**src/rtl/cmdwalk_pkg.sv**
```systemverilog
package cmdwalk_pkg;

  localparam int TBL_BYTES = 32;
  localparam int CTL_END   = 15;
  localparam int CTL_SKIP  = 14;

  typedef enum logic [1:0] {
    CLS_DRAW     = 2'd0,
    CLS_USERCLIP = 2'd1,
    CLS_SYSCLIP  = 2'd2,
    CLS_LOCAL    = 2'd3
  } cmdClass_e;

  typedef enum logic [1:0] {
    J_NEXT   = 2'd0,
    J_ASSIGN = 2'd1,
    J_CALL   = 2'd2,
    J_RETURN = 2'd3
  } jump_e;

  typedef struct packed {
    logic      valid;
    cmdClass_e cls;
  } cmdDecode_t;

  // Strobes from control to datapath
  typedef struct packed {
    logic      loadStart;
    logic      rdCtrl;
    logic      rdLink;
    logic      emit;
    cmdClass_e cls;
    logic      stepNext;
    logic      stepReturn;
    logic      jumpLink;
    logic      saveReturn;
    logic      countUp;
    logic      latchAbort;
  } walkStrobe_t;

  function automatic cmdDecode_t decodeCmd(input logic [3:0] code);
    cmdDecode_t d;
    d.valid = 1'b1;
    d.cls   = CLS_DRAW;
    if (code[3]) begin
      case (code[2:0])
        3'd0, 3'd3: d.cls = CLS_USERCLIP;
        3'd1:       d.cls = CLS_SYSCLIP;
        3'd2:       d.cls = CLS_LOCAL;
        default:    d.valid = 1'b0;
      endcase
    end
    return d;
  endfunction

endpackage

```
**src/rtl/cmdwalk_ctrl.sv**
```systemverilog
module cmdwalk_ctrl
  import cmdwalk_pkg::*;
(
  input  logic        clk,
  input  logic        rstN,
  input  logic        start,
  input  logic [15:0] rdWord,
  input  logic        lastSlot,
  input  logic        capReached,
  output walkStrobe_t strb,
  output logic        busy,
  output logic        done
);

  typedef enum logic [1:0] {S_IDLE, S_FETCH, S_DECODE, S_LINK} state_e;

  state_e     state, stateNext;
  logic       callQ, callNext;
  logic       finish;
  cmdDecode_t decoded;
  jump_e      jumpMode;

  always_comb begin
    strb      = '0;
    stateNext = state;
    callNext  = callQ;
    finish    = 1'b0;
    decoded   = decodeCmd(rdWord[3:0]);
    jumpMode  = jump_e'(rdWord[13:12]);
    case (state)
      S_IDLE: begin
        if (start) begin
          strb.loadStart = 1'b1;
          stateNext      = S_FETCH;
        end
      end
      S_FETCH: begin
        strb.rdCtrl = 1'b1;
        stateNext   = S_DECODE;
      end
      S_DECODE: begin
        if (rdWord[CTL_END]) begin
          finish    = 1'b1;
          stateNext = S_IDLE;
        end else if (!rdWord[CTL_SKIP] && !decoded.valid) begin
          strb.latchAbort = 1'b1;
          finish          = 1'b1;
          stateNext       = S_IDLE;
        end else begin
          strb.countUp = 1'b1;
          strb.emit    = !rdWord[CTL_SKIP];
          strb.cls     = decoded.cls;
          case (jumpMode)
            J_NEXT:   strb.stepNext   = 1'b1;
            J_RETURN: strb.stepReturn = 1'b1;
            default: begin
              strb.rdLink = 1'b1;
              callNext    = (jumpMode == J_CALL);
            end
          endcase
          if (strb.rdLink) begin
            stateNext = S_LINK;
          end else if (lastSlot) begin
            finish    = 1'b1;
            stateNext = S_IDLE;
          end else begin
            stateNext = S_FETCH;
          end
        end
      end
      S_LINK: begin
        strb.jumpLink   = 1'b1;
        strb.saveReturn = callQ;
        if (capReached) begin
          finish    = 1'b1;
          stateNext = S_IDLE;
        end else begin
          stateNext = S_FETCH;
        end
      end
      default: stateNext = S_IDLE;
    endcase
  end

  always_ff @(posedge clk or negedge rstN) begin
    if (!rstN) begin
      state <= S_IDLE;
      callQ <= 1'b0;
      done  <= 1'b0;
    end else begin
      state <= stateNext;
      callQ <= callNext;
      done  <= finish;
    end
  end

  assign busy = (state != S_IDLE);

endmodule

```
**src/rtl/cmdwalk_dp.sv**
```systemverilog
module cmdwalk_dp
  import cmdwalk_pkg::*;
#(
  parameter int ADDR_W   = 19,
  parameter int MAX_CMDS = 2000
) (
  input  logic              clk,
  input  logic              rstN,
  input  walkStrobe_t       strb,
  input  logic [ADDR_W-1:0] startAddr,
  input  logic [15:0]       memRdData,
  output logic              memRdEn,
  output logic [ADDR_W-2:0] memAddr,
  output logic              lastSlot,
  output logic              capReached,
  output logic              dispValid,
  output logic [1:0]        dispClass,
  output logic [ADDR_W-1:0] dispAddr,
  output logic              aborted,
  output logic [ADDR_W-4:0] errLastPtr,
  output logic [ADDR_W-4:0] errCurPtr
);

  localparam int CNT_W = $clog2(MAX_CMDS + 1);

  logic [ADDR_W-1:0] tblAddr, retAddr, stepAddr, linkTarget, linkByte;
  logic              retValid;
  logic [CNT_W-1:0]  cmdCnt;

  assign stepAddr   = tblAddr + ADDR_W'(TBL_BYTES);
  assign linkByte   = tblAddr + ADDR_W'(2);
  assign linkTarget = ADDR_W'({memRdData, 3'b000});

  assign memRdEn    = strb.rdCtrl | strb.rdLink;
  assign memAddr    = strb.rdLink ? linkByte[ADDR_W-1:1] : tblAddr[ADDR_W-1:1];
  assign lastSlot   = (cmdCnt == CNT_W'(MAX_CMDS - 1));
  assign capReached = (cmdCnt == CNT_W'(MAX_CMDS));

  // Walk pointer, return slot and command counter
  always_ff @(posedge clk or negedge rstN) begin
    if (!rstN) begin
      tblAddr  <= '0;
      retAddr  <= '0;
      retValid <= 1'b0;
      cmdCnt   <= '0;
    end else begin
      if (strb.loadStart) begin
        tblAddr  <= startAddr;
        retValid <= 1'b0;
        cmdCnt   <= '0;
      end
      if (strb.countUp) cmdCnt <= cmdCnt + CNT_W'(1);
      if (strb.stepNext) tblAddr <= stepAddr;
      if (strb.stepReturn) begin
        if (retValid) begin
          tblAddr  <= retAddr;
          retValid <= 1'b0;
        end else begin
          tblAddr <= stepAddr;
        end
      end
      if (strb.jumpLink) begin
        tblAddr <= linkTarget;
        if (strb.saveReturn && !retValid) begin
          retAddr  <= stepAddr;
          retValid <= 1'b1;
        end
      end
    end
  end

  // Dispatch and abort status
  always_ff @(posedge clk or negedge rstN) begin
    if (!rstN) begin
      dispValid  <= 1'b0;
      dispClass  <= '0;
      dispAddr   <= '0;
      aborted    <= 1'b0;
      errLastPtr <= '0;
      errCurPtr  <= '0;
    end else begin
      dispValid <= strb.emit;
      if (strb.emit) begin
        dispClass <= strb.cls;
        dispAddr  <= tblAddr;
      end
      if (strb.loadStart) begin
        aborted    <= 1'b0;
        errLastPtr <= '0;
        errCurPtr  <= '0;
      end
      if (strb.latchAbort) begin
        aborted    <= 1'b1;
        errLastPtr <= tblAddr[ADDR_W-1:3];
        errCurPtr  <= tblAddr[ADDR_W-1:3];
      end
    end
  end

endmodule

```
**src/rtl/cmdwalk_top.sv**
```systemverilog
module cmdwalk_top
  import cmdwalk_pkg::*;
#(
  parameter int ADDR_W   = 19,
  parameter int MAX_CMDS = 2000
) (
  input  logic              clk,
  input  logic              rstN,
  input  logic              start,
  input  logic [ADDR_W-1:0] startAddr,
  output logic              memRdEn,
  output logic [ADDR_W-2:0] memAddr,
  input  logic [15:0]       memRdData,
  output logic              dispValid,
  output logic [1:0]        dispClass,
  output logic [ADDR_W-1:0] dispAddr,
  output logic              busy,
  output logic              done,
  output logic              aborted,
  output logic [ADDR_W-4:0] errLastPtr,
  output logic [ADDR_W-4:0] errCurPtr
);

  walkStrobe_t strb;
  logic        lastSlot, capReached;

  cmdwalk_ctrl u_ctrl (
    .clk(clk), .rstN(rstN), .start(start), .rdWord(memRdData),
    .lastSlot(lastSlot), .capReached(capReached),
    .strb(strb), .busy(busy), .done(done)
  );

  cmdwalk_dp #(.ADDR_W(ADDR_W), .MAX_CMDS(MAX_CMDS)) u_dp (
    .clk(clk), .rstN(rstN), .strb(strb), .startAddr(startAddr),
    .memRdData(memRdData), .memRdEn(memRdEn), .memAddr(memAddr),
    .lastSlot(lastSlot), .capReached(capReached),
    .dispValid(dispValid), .dispClass(dispClass), .dispAddr(dispAddr),
    .aborted(aborted), .errLastPtr(errLastPtr), .errCurPtr(errCurPtr)
  );

endmodule

```
**config.mk**
```make
export PLATFORM = sky130hd
export DESIGN_NAME = cmdwalk_top
export DESIGN_NICKNAME = d
export VERILOG_FILES = /design/src/rtl/cmdwalk_pkg.sv /design/src/rtl/cmdwalk_ctrl.sv /design/src/rtl/cmdwalk_dp.sv /design/src/rtl/cmdwalk_top.sv
export SDC_FILE = /design/constraint.sdc
export NUM_CORES = 1
export LEC_CHECK = 0
export ABC_CLOCK_PERIOD_IN_PS = 2100
export CAP_MARGIN = 10
export CORE_ASPECT_RATIO = 1.1
export CORE_UTILIZATION = 51
export DETAILED_ROUTE_END_ITERATION = 6
export PLACE_DENSITY_LB_ADDON = 0.25
export SETUP_SLACK_MARGIN = 0.15
export SYNTH_ARGS = -nofsm -noshare
export SYNTH_HDL_FRONTEND = slang
export SYNTH_SLANG_ARGS = --single-unit
```
**constraint.sdc**
```tcl
create_clock -name clk -period 2.1 [get_ports clk]
set_input_delay 0.21 -clock clk [delete_from_list [all_inputs] [get_ports clk]]
set_output_delay 0.21 -clock clk [all_outputs]
set_load 0.01 [all_outputs]
```
# Word level (Yosys, flattened, before mapping)
# Index checks and enable logic that the tools add are counted.
# Widths: inputs -> output; s select.
# totals
reg_bits,93
latch_bits,0
ram_bits,0
rom_bits,0
inputBits,38
wordCells,97
memories,0
# op_classes
add_sub_neg,3
mul,0
div,0
n_lt_le_gt_ge,0
eq_ne,11
shifts,0
mux,50
bitwise_logic,4
n_reduce_logical,17
# op_table
cell,count
$mux 19,5
$mux 16,2
$mux 1,26
$eq 11x11->1 const B,2
$mux 11,2
$add 19x2->19 const B,1
$add 19x6->19 const B,1
$mux 18,1
$mux 6,3
$mux 2,7
$add 11x1->11 const B,1
$eq 2x2->1 const B,4
$pmux 2 s4,1
$eq 3x2->1 const B,2
$pmux 2 s3,1
$reduce_bool 2->1,3
$logic_not 2->1,2
$reduce_and 4->1,1
$reduce_bool 4->1,1
$reduce_or 2->1,2
$reduce_or 4->1,1
$eq 3x1->1 const B,1
$logic_not 1->1,3
$logic_not 3->1,1
other kinds (8),11

# Depth between registers and ports, before layout
# logic_depth
ltp_word,15
mapped_depth,8
ltp_nobuf,7

# Cells and area by module
# Synthesis repeated with hierarchy kept, for this count alone.
# hier_totals
hier_cells,482
hier_area_um2,4946.0
# by_module_without_submodules
mod,n_inst,cells_each,area_each_um2,seq_area_each_um2
cmdwalk_dp,1,444,4605.7,2227.1
cmdwalk_ctrl,1,38,340.3,100.1

# Worst setup path before layout
# No wires, ideal clock.
# synth_path
path_kind,register to output
start,register u_dp.tblAddr[6]
end,output memAddr[16]
arrival_ns,1.698
required_time_ns,1.890
slack_ns,0.192
path_stages_with_launch,7
path_cell_list,dfrtp_1 > ha_1 > nand4_1 > nor3_1 > nand3_1 > nor2_1 > xor2_1
# synth_between
elab_chain_len,2
# synth_rtl
item,line_no,text
"start, declared",cmdwalk_dp.sv:26,"logic [ADDR_W-1:0] tblAddr, retAddr, stepAddr, linkTarget, linkByte;"
"start signal, assigned",cmdwalk_dp.sv:48,tblAddr <= startAddr;
"start signal, assigned",cmdwalk_dp.sv:53,if (strb.stepNext) tblAddr <= stepAddr;
"start signal, assigned",cmdwalk_dp.sv:56,tblAddr <= retAddr;
$add 19x2->19,cmdwalk_dp.sv:31,assign linkByte = tblAddr + ADDR_W'(2);
$mux 18,cmdwalk_dp.sv:35,assign memAddr = strb.rdLink ? linkByte[ADDR_W-1:1] : tblAddr[ADDR_W-1:1];
"end, declared",cmdwalk_top.sv:12,"output logic [ADDR_W-2:0] memAddr,"
# No other way between the ends.

# Final worst setup path
# layout_path
start,register u_dp.tblAddr[6]
end,output memAddr[14]
# Same word-level chain as after synthesis.

==> impl_metrics.yaml <==
die:
  design.die.area_um2: 10400
  start_util_pct: 53.4
  die_h_um: 107
  num_rows: 37
  ios: 114
  core_area_um2: 9540
  die_w_um: 97.3
pwr:
  p_total_mw: 8.58
  p_leak_nw: 3.29
  power.density_nw_per_um2: 1180
  vdd_drop_max_uv: 657
critical_path:
  startpoint: "u_dp.tblAddr[6]"
  slowest_delay_ps: 390
  critPathCaptureType: "primary output"
  crit_family: "simple AND/OR/NAND/NOR gates"
  ff2ff_setup_slack_ps: 50
  crit_fanout: 2
  rr_worst_depth: 10
  r2r_start: "u_dp.tblAddr[6]"
  worstSetupEndpoint: "memAddr[14]"
  slowest_stage: "dfrtp_1"
  critPathArrivalTime_ps: 2010
  required_ps: 1890
  crit_buf_inv: 2
  crit_type: "reg2out"
  worstSetupStartpointType: "register"
  cp_num_cells: 6
  r2r-end: "u_dp.tblAddr[17]"
  crit_chain: "ha_2, nand4_1, buf_4, nor4_4, xor2_1, buf_2"
cts:
  clock_latency_ps: 370
  cts_buffers: 9
  cts_tree: "yes"
  htreeDepth: 3
  clock-sinks: 93
  cts_buffer_depth: 2
  cts.clk_slew.worst_paths_ps: 90
  root_buffer: "clkbuf_8"
route:
  vias_per_cell: 5.83
  first_pass_iters: 7
  wire_per_inst_um: 18.8
  drtIter0Drc: 348
  postRouteAntennaNets: 0
  routed-via-count: 4842
  drc: 0
  wirelength_um: 15700
placed_design:
  hpwlAfterDp_um: 10600
  place_inst: 789
  io_buffers: 113
  globalplace.congestion: 0.933
  pre_cts_ws_ps: -594
sta:
  fin_crit_sh_pct: 106
  skew_ps: 8.41
  final-setup-viol-count: 6
  hold_viol: 0
  fin_ws_ps: -120
  slew_headroom_pct: 70.1
  fmax_mhz: 450
  tightest_slew_ps: 446
  period_needed_ps: 2220
  fin_hold_ws_ps: 292
  grt_setup_unrepaired: "yes"
  slew_viol_final: 0
yosys:
  seq_area_frac_synth_pct: 45.7
  synth_top_cell_by_area: "dfrtp_1"
  ys_ff_latch: 93
  syn_avg_cell_area_um2: 9.57
  synthCells: 532
  syn_nets: 577
  synth.yosys.warnings: 0
  yosys-top-cells-area: "dfrtp_1 46%, nand2_1 7.7%, o21ai_0 5.5%, mux2_2 4.4%, xnor2_1 3.1%"
  synth_edf_count: 0
  synth.distinct_cells: 66
  synth-main-ff-cell: "dfrtp_1"
  syn_area_um2: 5090
  synthDominantCellAreaShare_pct: 45.7
  async_reset_ff_share_pct: 100
finish:
  nets: 757
  final_cell_mix: "98 x nand2_1, 91 x dfrtp_1, 90 x clkdlybuf4s50_1"
  area_growth_pct: 42.7
  fin_util_pct: 76.2
  n_fill_cell: 656
  layout.cells.non_filler: 831
  diodes: 0
  drive_above_1_share_pct: 30.3
  layout_commonest_cell: "nand2_1"
grt:
  grt_max_degree: 50
  antenna_found_initial: 0
  grt_pass1_wl_um: 24300
  first_global_vias: 4779
  overflow: 0
  grt_util_all_layers_pct: 30.0
status:
  violations: "setup timing"
  status: "finished with violations"
worst_hold_path:
  min_path_type: "in2async"
flow_run:
  max_cap_violations: 0
## cell type report
cell class | instances | area (um2) | share of cell area, %
flip-flops and latches | 93 | 2330 | 32.1
clock buffers | 11 | 131 | 1.81
repair buffers | 222 | 1980 | 27.2
inverters | 11 | 41.3 | 0.568
well taps | 117 | 146 | 2.01
multi-input cells | 375 | 2630 | 36.1
clock inverters | 2 | 13.8 | 0.189
## flip-flops by register name, summed over array words and instances (netlist names)
| name | count |
|---|---|
| u_dp.dispClass | 2 |
| u_ctrl.done | 1 |
| u_dp.tblAddr | 19 |
| u_dp.dispAddr | 19 |
| u_dp.dispValid | 1 |
| u_dp.cmdCnt | 11 |
| u_dp.retAddr | 19 |
| u_dp.aborted | 1 |
| u_ctrl.callQ | 1 |
| u_dp.retValid | 1 |
| u_dp.errLastPtr | 16 |
| u_ctrl.state | 2 |
## metrics by stage
stage / area [um2] / TNS (ps)
after CTS: 6980 / -338
final: 7270 / -324
after floorplan: 5090 / 0
after global placement: 6700 / -9620
after global routing: 7270 / -1250
after detailed placement: 6700 / -11000
## timing repair
action,4_1_cts,5_1_grt
endpoints found under the hold margin,24,0
pin swaps,15,20
buffers inserted,9,19
setup endpoints to repair,21,33
hold buffers,1,0
resized for setup,106,40
## Yosys cell counts (3+ instances only)
cell,number
dfrtp_1,93
xnor2_1,18
nand4_1,6
nand2_1,105
nor4_1,3
clkbuf_1,15
ha_1,7
o21ai_0,56
nor3_1,6
a31oi_1,3
a22o_1,7
o22ai_1,3
mux2_2,20
a21oi_1,9
buf_4,19
nand3_1,13
nand3b_1,3
inv_1,11
xor2_1,13
o311ai_0,3
o31ai_1,7
a22oi_1,4
and3_1,4
a221oi_1,3
nor2_1,26
a222oi_1,5
buf_2,16
## kinds of logic after synthesis
kind of cell,Yosys count,share of synthesized area (%)
AND/OR/NAND/NOR,194,19.4
XOR/XNOR,31,5.33
AO/OA/AOI/OAI,120,16.0
adder cells (fa/ha/maj),7,1.72
buffers and inverters,64,6.81
flip-flops,93,45.7
multiplexers,23,5.11
## per-layer routing
metal | GRT usage (%) | wire [um] | vias to the layer above
li1 | - | - | 2201
met1 | 37.6 | 6190 | 2342
met2 | 50.1 | 7860 | 259
met3 | 4.30 | 1080 | 40
met4 | 17.3 | 520 | 0
met5 | 0 | 0 | -
## worst min path at each step
stage          start             endpoint  slack (ps)  depth (start not counted)
5_1_grt         rstN      u_dp.retAddr[3]         310                          2
3_3_place_gp    rstN     u_dp.dispAddr[3]         140                          1
2_1_floorplan   rstN         u_ctrl.callQ         -90                          0
3_5_place_dp    rstN         u_dp.aborted         150                          1
4_1_cts         rstN  u_dp.errLastPtr[13]         300                          2
6_report        rstN    u_dp.dispAddr[18]         290                          2
## report_power, final
group / leakage (nW) / total [mW] / switching [mW] / internal (mW)
combinational: 2.01 / 4.58 / 2.30 / 2.28
clock: 0.0751 / 1.02 / 0.605 / 0.413
sequential: 1.20 / 2.98 / 0.556 / 2.43
## worst reg2reg max path, cell delays in order, from the launching register on
cell,delay (ps)
dfrtp_1,390
ha_2,200
nand4_1,200
nor3_2,250
nand3_1,120
buf_4,150
buf_6,100
buf_6,100
buf_6,110
xor2_2,150
o22ai_1,200
Power figures use the tool's default switching activity.
